--- src/rtl/sdf_sched_pkg.sv ---
package sdf_sched_pkg;

  typedef enum logic {
    SCHED_SERIAL  = 1'b0,
    SCHED_OVERLAP = 1'b1
  } sched_kind_e;

  // Width of a counter that must hold values 0 .. v-1 (at least one bit).
  function automatic int unsigned cnt_w(input int unsigned v);
    return (v > 1) ? $clog2(v) : 1;
  endfunction

  // A spare slot beyond one batch lets producer and consumer overlap.
  function automatic sched_kind_e pick_kind(input int unsigned reps,
                                            input int unsigned depth);
    return (depth > reps) ? SCHED_OVERLAP : SCHED_SERIAL;
  endfunction

endpackage

--- src/rtl/sdf_fire_gen.sv ---
module sdf_fire_gen
  import sdf_sched_pkg::*;
#(
  parameter int unsigned REPS    = 4,
  parameter bit          OVERLAP = 1'b1
) (
  input  logic clk,
  input  logic rst_n,
  input  logic en,
  output logic fire_a,
  output logic fire_b
);

  localparam int unsigned     PERIOD  = OVERLAP ? REPS : REPS + 1;
  localparam int unsigned     PH_W    = cnt_w(PERIOD);
  localparam logic [PH_W-1:0] PH_LAST = PH_W'(PERIOD - 1);

  logic [PH_W-1:0] ph_q, ph_d;

  always_comb begin
    ph_d = ph_q;
    if (en) begin
      ph_d = (ph_q == PH_LAST) ? '0 : ph_q + 1'b1;
    end
  end

  always_ff @(posedge clk or negedge rst_n) begin
    if (!rst_n) begin
      ph_q <= '0;
    end else if (en) begin
      ph_q <= ph_d;
    end
  end

  generate
    if (OVERLAP) begin : g_overlap
      // Consumer waits for the first full batch, then keeps a fixed period.
      logic warm_q, warm_d;

      always_comb begin
        warm_d = warm_q | (ph_q == PH_LAST);
      end

      always_ff @(posedge clk or negedge rst_n) begin
        if (!rst_n) begin
          warm_q <= 1'b0;
        end else if (en) begin
          warm_q <= warm_d;
        end
      end

      assign fire_a = en;
      assign fire_b = en & warm_q & (ph_q == '0);
    end else begin : g_serial
      assign fire_a = en & (ph_q != PH_LAST);
      assign fire_b = en & (ph_q == PH_LAST);

      p_mutex_r3: assert property (@(posedge clk) disable iff (!rst_n)
        !(fire_a && fire_b))
        else $error("R3: producer and consumer fired together");
    end
  endgenerate

endmodule

--- src/rtl/sdf_batch_fifo.sv ---
module sdf_batch_fifo
  import sdf_sched_pkg::*;
#(
  parameter int unsigned DATA_W = 8,
  parameter int unsigned DEPTH  = 5,
  parameter int unsigned POP_N  = 4
) (
  input  logic                         clk,
  input  logic                         rst_n,
  input  logic                         push,
  input  logic [DATA_W-1:0]            push_data,
  input  logic                         pop,
  output logic [POP_N*DATA_W-1:0]      batch_data,
  output logic [$clog2(DEPTH+1)-1:0]   count,
  output logic                         ovf,
  output logic                         udf
);

  localparam int unsigned CNT_W = $clog2(DEPTH + 1);
  localparam int unsigned PTR_W = cnt_w(DEPTH);

  logic [DATA_W-1:0] mem [DEPTH];
  logic [PTR_W-1:0]  wr_q, wr_d, rd_q, rd_d;
  logic [CNT_W-1:0]  count_q, count_d;
  logic              full, lack, do_push, do_pop;

  function automatic logic [PTR_W-1:0] adv(input logic [PTR_W-1:0] p,
                                           input int unsigned step);
    int unsigned s;
    s = 32'(p) + step;
    if (s >= DEPTH) s = s - DEPTH;
    return PTR_W'(s);
  endfunction

  assign full    = (count_q == CNT_W'(DEPTH));
  assign lack    = (count_q <  CNT_W'(POP_N));
  assign do_push = push & ~full;
  assign do_pop  = pop & ~lack;

  always_comb begin
    wr_d    = do_push ? adv(wr_q, 1) : wr_q;
    rd_d    = do_pop ? adv(rd_q, POP_N) : rd_q;
    count_d = count_q + CNT_W'(do_push) - (do_pop ? CNT_W'(POP_N) : '0);
  end

  always_ff @(posedge clk or negedge rst_n) begin
    if (!rst_n) begin
      wr_q    <= '0;
      rd_q    <= '0;
      count_q <= '0;
    end else if (push | pop) begin
      wr_q    <= wr_d;
      rd_q    <= rd_d;
      count_q <= count_d;
    end
  end

  // Storage has no reset; only written slots are ever read out.
  always_ff @(posedge clk) begin
    if (do_push) begin
      mem[wr_q] <= push_data;
    end
  end

  generate
    for (genvar k = 0; k < POP_N; k++) begin : g_lane
      logic [PTR_W-1:0] idx;
      assign idx = adv(rd_q, k);
      assign batch_data[k*DATA_W +: DATA_W] = mem[idx];
    end
  endgenerate

  assign count = count_q;
  assign ovf   = push & full;
  assign udf   = pop & lack;

  p_no_overflow_r8: assert property (@(posedge clk) disable iff (!rst_n)
    push |-> !full)
    else $error("R8: producer fired into a full buffer");

  p_no_underflow_r8: assert property (@(posedge clk) disable iff (!rst_n)
    pop |-> !lack)
    else $error("R8: consumer fired without a full batch");

endmodule

--- src/rtl/sdf_err_latch.sv ---
module sdf_err_latch (
  input  logic clk,
  input  logic rst_n,
  input  logic set,
  output logic flag
);

  logic flag_q, flag_d;

  always_comb begin
    flag_d = flag_q | set;
  end

  always_ff @(posedge clk or negedge rst_n) begin
    if (!rst_n) begin
      flag_q <= 1'b0;
    end else if (set) begin
      flag_q <= flag_d;
    end
  end

  assign flag = flag_q;

  p_err_sticky_r8: assert property (@(posedge clk) disable iff (!rst_n)
    flag_q |=> flag_q)
    else $error("R8: error flag cleared without reset");

endmodule

--- src/rtl/sdf_fire_sched.sv ---
module sdf_fire_sched
  import sdf_sched_pkg::*;
#(
  parameter int unsigned REPS      = 4,
  parameter int unsigned BUF_DEPTH = 5,
  parameter int unsigned DATA_W    = 8
) (
  input  logic                             clk,
  input  logic                             rst_n,
  input  logic                             en,
  input  logic [DATA_W-1:0]                prod_data,
  output logic                             fire_a,
  output logic                             fire_b,
  output logic [REPS*DATA_W-1:0]           cons_data,
  output logic [$clog2(BUF_DEPTH+1)-1:0]   occupancy,
  output logic                             sched_err
);

  localparam sched_kind_e KIND  = pick_kind(REPS, BUF_DEPTH);
  localparam bit          OVL   = (KIND == SCHED_OVERLAP);
  localparam int unsigned OCC_W = $clog2(BUF_DEPTH + 1);

  logic ovf, udf;

  sdf_fire_gen #(
    .REPS    (REPS),
    .OVERLAP (OVL)
  ) u_gen (
    .clk    (clk),
    .rst_n  (rst_n),
    .en     (en),
    .fire_a (fire_a),
    .fire_b (fire_b)
  );

  sdf_batch_fifo #(
    .DATA_W (DATA_W),
    .DEPTH  (BUF_DEPTH),
    .POP_N  (REPS)
  ) u_buf (
    .clk        (clk),
    .rst_n      (rst_n),
    .push       (fire_a),
    .push_data  (prod_data),
    .pop        (fire_b),
    .batch_data (cons_data),
    .count      (occupancy),
    .ovf        (ovf),
    .udf        (udf)
  );

  sdf_err_latch u_err (
    .clk   (clk),
    .rst_n (rst_n),
    .set   (ovf | udf),
    .flag  (sched_err)
  );

  p_occ_bound_r7: assert property (@(posedge clk) disable iff (!rst_n)
    occupancy <= OCC_W'(REPS))
    else $error("R7: occupancy above one batch");

  p_batch_ready_r6: assert property (@(posedge clk) disable iff (!rst_n)
    fire_b |-> (occupancy == OCC_W'(REPS)))
    else $error("R6: consumer fired without exactly one batch buffered");

endmodule

--- config.mk ---
export PLATFORM = sky130hd
export DESIGN_NAME = sdf_fire_sched
export DESIGN_NICKNAME = d
export VERILOG_FILES = /design/src/rtl/sdf_sched_pkg.sv /design/src/rtl/sdf_fire_gen.sv /design/src/rtl/sdf_batch_fifo.sv /design/src/rtl/sdf_err_latch.sv /design/src/rtl/sdf_fire_sched.sv
export SDC_FILE = /design/constraint.sdc
export NUM_CORES = 1
export LEC_CHECK = 0
export ABC_AREA = 1
export BUFFER_PORTS_ARGS = -buffer_cell sky130_fd_sc_hd__buf_2
export CORE_ASPECT_RATIO = 1.5
export CORE_MARGIN = 3
export CORE_UTILIZATION = 63
export CTS_CLUSTER_DIAMETER = 30
export DETAILED_ROUTE_END_ITERATION = 12
export PLACE_DENSITY = 0.86
export SLEW_MARGIN = 20
export SYNTH_ARGS = -nofsm -noshare
export SYNTH_HDL_FRONTEND = slang
export SYNTH_HIERARCHICAL = 1
export SYNTH_SLANG_ARGS = --single-unit
--- constraint.sdc ---
create_clock -name clk -period 7.7 [get_ports clk]
set_input_delay 2.31 -clock clk [delete_from_list [all_inputs] [get_ports clk]]
set_output_delay 2.31 -clock clk [all_outputs]
set_load 0.01 [all_outputs]
==> flow_metrics.env <==
export IMPL_synth_async_reset_ratio=0.245
export IMPL_root_buffer="clkbuf_8"
export IMPL_placed_cells=650
export IMPL_synth_warning_count=6
export IMPL_worstPathMaxFanout=11
export IMPL_min_to="u_gen/g_overlap.warm_q"
export IMPL_hold_class="flop to flop"
export IMPL_synth_cell_type_count=38
export IMPL_grt_pass1_vias=3593
export IMPL_crit_buf_inv=5
export IMPL_post_cts_setup_buffers=0
export IMPL_first_pass_iters=6
export IMPL_min_period_over_period=0.744
export IMPL_antenna_found_initial=0
export IMPL_ys_flop_type="edfxtp_1"
export IMPL_r2r_start="u_buf/count[1]"
export IMPL_pin_count=49
export IMPL_cts_tree="yes"
export IMPL_numPortBuffers=48
export IMPL_die_h_um=103
export IMPL_clk_path_buf_depth=2
export IMPL_finalNonFillerCells=658
export IMPL_routed_via_density=5.95
export IMPL_place_congestion=0.965
export IMPL_r2r_slack_ps=5570
export IMPL_num_vias=3915
export IMPL_hpwl_um=8300
export IMPL_die_area_um2=7210
export IMPL_rsz0062_at_grt="no"
export IMPL_die_x_um=70.4
export IMPL_synthTopCellsByArea="edfxtp_1, nand2_1, nand3_1"
export IMPL_ctsHoldBuffers=0
export IMPL_status="finished, final reports clean"
export IMPL_fmax_ghz=0.175
export IMPL_fillers=457
export IMPL_final_util=0.724
export IMPL_wire_per_inst_um=16.8
export IMPL_syn_nets=568
export IMPL_wl_um=11000
export IMPL_hold_violations=0
export IMPL_finalSetupViolations=0
export IMPL_fin_crit_ps=5730
export IMPL_critPathMaxStageDelay_ps=730
export IMPL_synth_most_common_cell="nand2_1"
export IMPL_synth_edf_count=40
export IMPL_holdWs_ps=464
export IMPL_startpoint_type="flop"
export IMPL_whs_path_depth=2
export IMPL_cp_slowest_cell="dfrtp_1"
export IMPL_tightest_slew_ps=952
export IMPL_critPathTopFamily="buffers and inverters"
export IMPL_synth_top_area_frac=0.307
export IMPL_clock_sinks=53
export IMPL_grt_max_degree=33
export IMPL_slew_viol_final=0
export IMPL_drt_iter0_markers=529
export IMPL_clk_insertion_delay_late_ps=290
export IMPL_required_ps=5390
export IMPL_grt_overflow=0
export IMPL_relSlewSlack=0.361
export IMPL_setup_worst_path_class="flop to output port"
export IMPL_tns_ps=0
export IMPL_drc=0
export IMPL_rows=34
export IMPL_synth_seq_cells=53
export IMPL_critPathArrivalTime_ps=3420
export IMPL_coreArea_um2=5910
export IMPL_syn_area_um2=3910
export IMPL_diodes=0
export IMPL_drive_above_1_share=0.140
export IMPL_rr_worst_depth=5
export IMPL_cts_buffers=5
export IMPL_crit_chain="inv_2, ha_1, fa_1, inv_1, a21oi_4, inv_1, nand2_1, o21ai_1, inv_1, nand2_1, nand2_1, buf_2"
export IMPL_grt_pass1_wl_um=17600
export IMPL_ys_seq_area_frac=0.390
export IMPL_maxCapViolCount=0
export IMPL_htreeDepth=2
export IMPL_r2r_end="u_buf/mem[0][6]"
export IMPL_synthTopCellsByCount="nand2_1, nand3_1, inv_1, edfxtp_1, o21ai_0"
export IMPL_cts_resized=0
export IMPL_ant_nets=0
export IMPL_cp_end_kind="output port"
export IMPL_grtUsageTotal=0.310
export IMPL_synth_area_per_cell_um2=7.22
export IMPL_fin_nets=611
export IMPL_clk_pin_slew_ps=90
export IMPL_fin_skew_ps=9.32
export IMPL_min_delay_start="u_gen/g_overlap.warm_q"
export IMPL_syn_inst=542
export IMPL_initial_utilization=0.662
export IMPL_synthToLayoutAreaGrowth_pct=9.43
export IMPL_yosys_area_top_type="edfxtp_1"
per-stage QoR:
stage	area (um2)	setup WS, ps
final	4280	1970
after global routing	4280	1750
after CTS	4270	2090
after detailed placement	4170	2410
after global placement	4160	2420
after floorplan	3910	2740
worst min-delay path: stages (launching register included):
cell and delay (ps):
dfrtp_1 330, inv_1 50, nand2_1 60
routing by layer:
metal / part of all wire / up-vias / track usage
met4: 0.044 / 0 / 0.186
li1: - / 1834 / -
met3: 0.083 / 53 / 0.0293
met1: 0.38 / 1773 / 0.377
met5: 0 / - / 0
met2: 0.50 / 255 / 0.535
cells by family (layout without fill, tap and decap cells):
logic type	count (synthesis)	count (layout)	share of synthesized area
simple gates	322	322	0.357
flops	53	53	0.390
compound gates	56	56	0.0854
xor+xnor	6	6	0.0173
buf+inv	89	133	0.0972
fa+ha+maj	15	15	0.0499
mux	1	1	0.00288
cells in the final DEF, fill, tap and decap left out, types with 2 or more instances in the layout:
cell      instances
nand3b_1          2
a21oi_1           4
buf_4             2
ha_1             14
nand2_1         219
nand3_1          75
inv_2             4
o21ai_2           4
inv_1            71
nand3_2           3
o21ai_0          32
buf_2            48
o21ai_1           3
o211ai_1          6
nor2_1            8
xor2_1            3
nand2_2           3
nor3_1            2
o22ai_1           3
dfrtp_1          13
clkbuf_8          5
edfxtp_1         40
nor2b_1           3
a21oi_2           2
final cells by class:
type / instances / area (um2) / area share
clock buffer: 6 / 72.6 / 0.0169
tap: 72 / 90.1 / 0.0210
timing repair buffer: 50 / 255 / 0.0596
multi-input combinational: 400 / 2020 / 0.472
clock inverter: 2 / 33.8 / 0.00789
inverter: 75 / 282 / 0.0657
sequential: 53 / 1530 / 0.356
worst max-delay path by stage:
| stage | cells after the start | slack [ps] | start | end |
|---|---|---|---|---|
| 5_1_grt | 12 | 1750 | u_buf/rd_q[0] | cons_data[19] |
| 6_report | 12 | 1970 | u_buf/rd_q[0] | cons_data[22] |
| 3_5_place_dp | 4 | 2410 | en | fire_b |
| 4_1_cts | 12 | 2090 | u_buf/rd_q[0] | cons_data[22] |
| 2_1_floorplan | 2 | 2740 | en | fire_b |
| 3_3_place_gp | 4 | 2420 | en | fire_b |
state kept, by name, summed over array words and instances, names as in the netlist:
name and count:
u_buf/mem 40, u_gen/ph_q 2, u_buf/wr_q 3, u_buf/rd_q 3, u_buf/count 3, u_gen/g_overlap.warm_q 1
u_err/flag 1
Power is not shown: default switching activity piles up to over one toggle a cycle in this logic, so the estimate is an artifact.
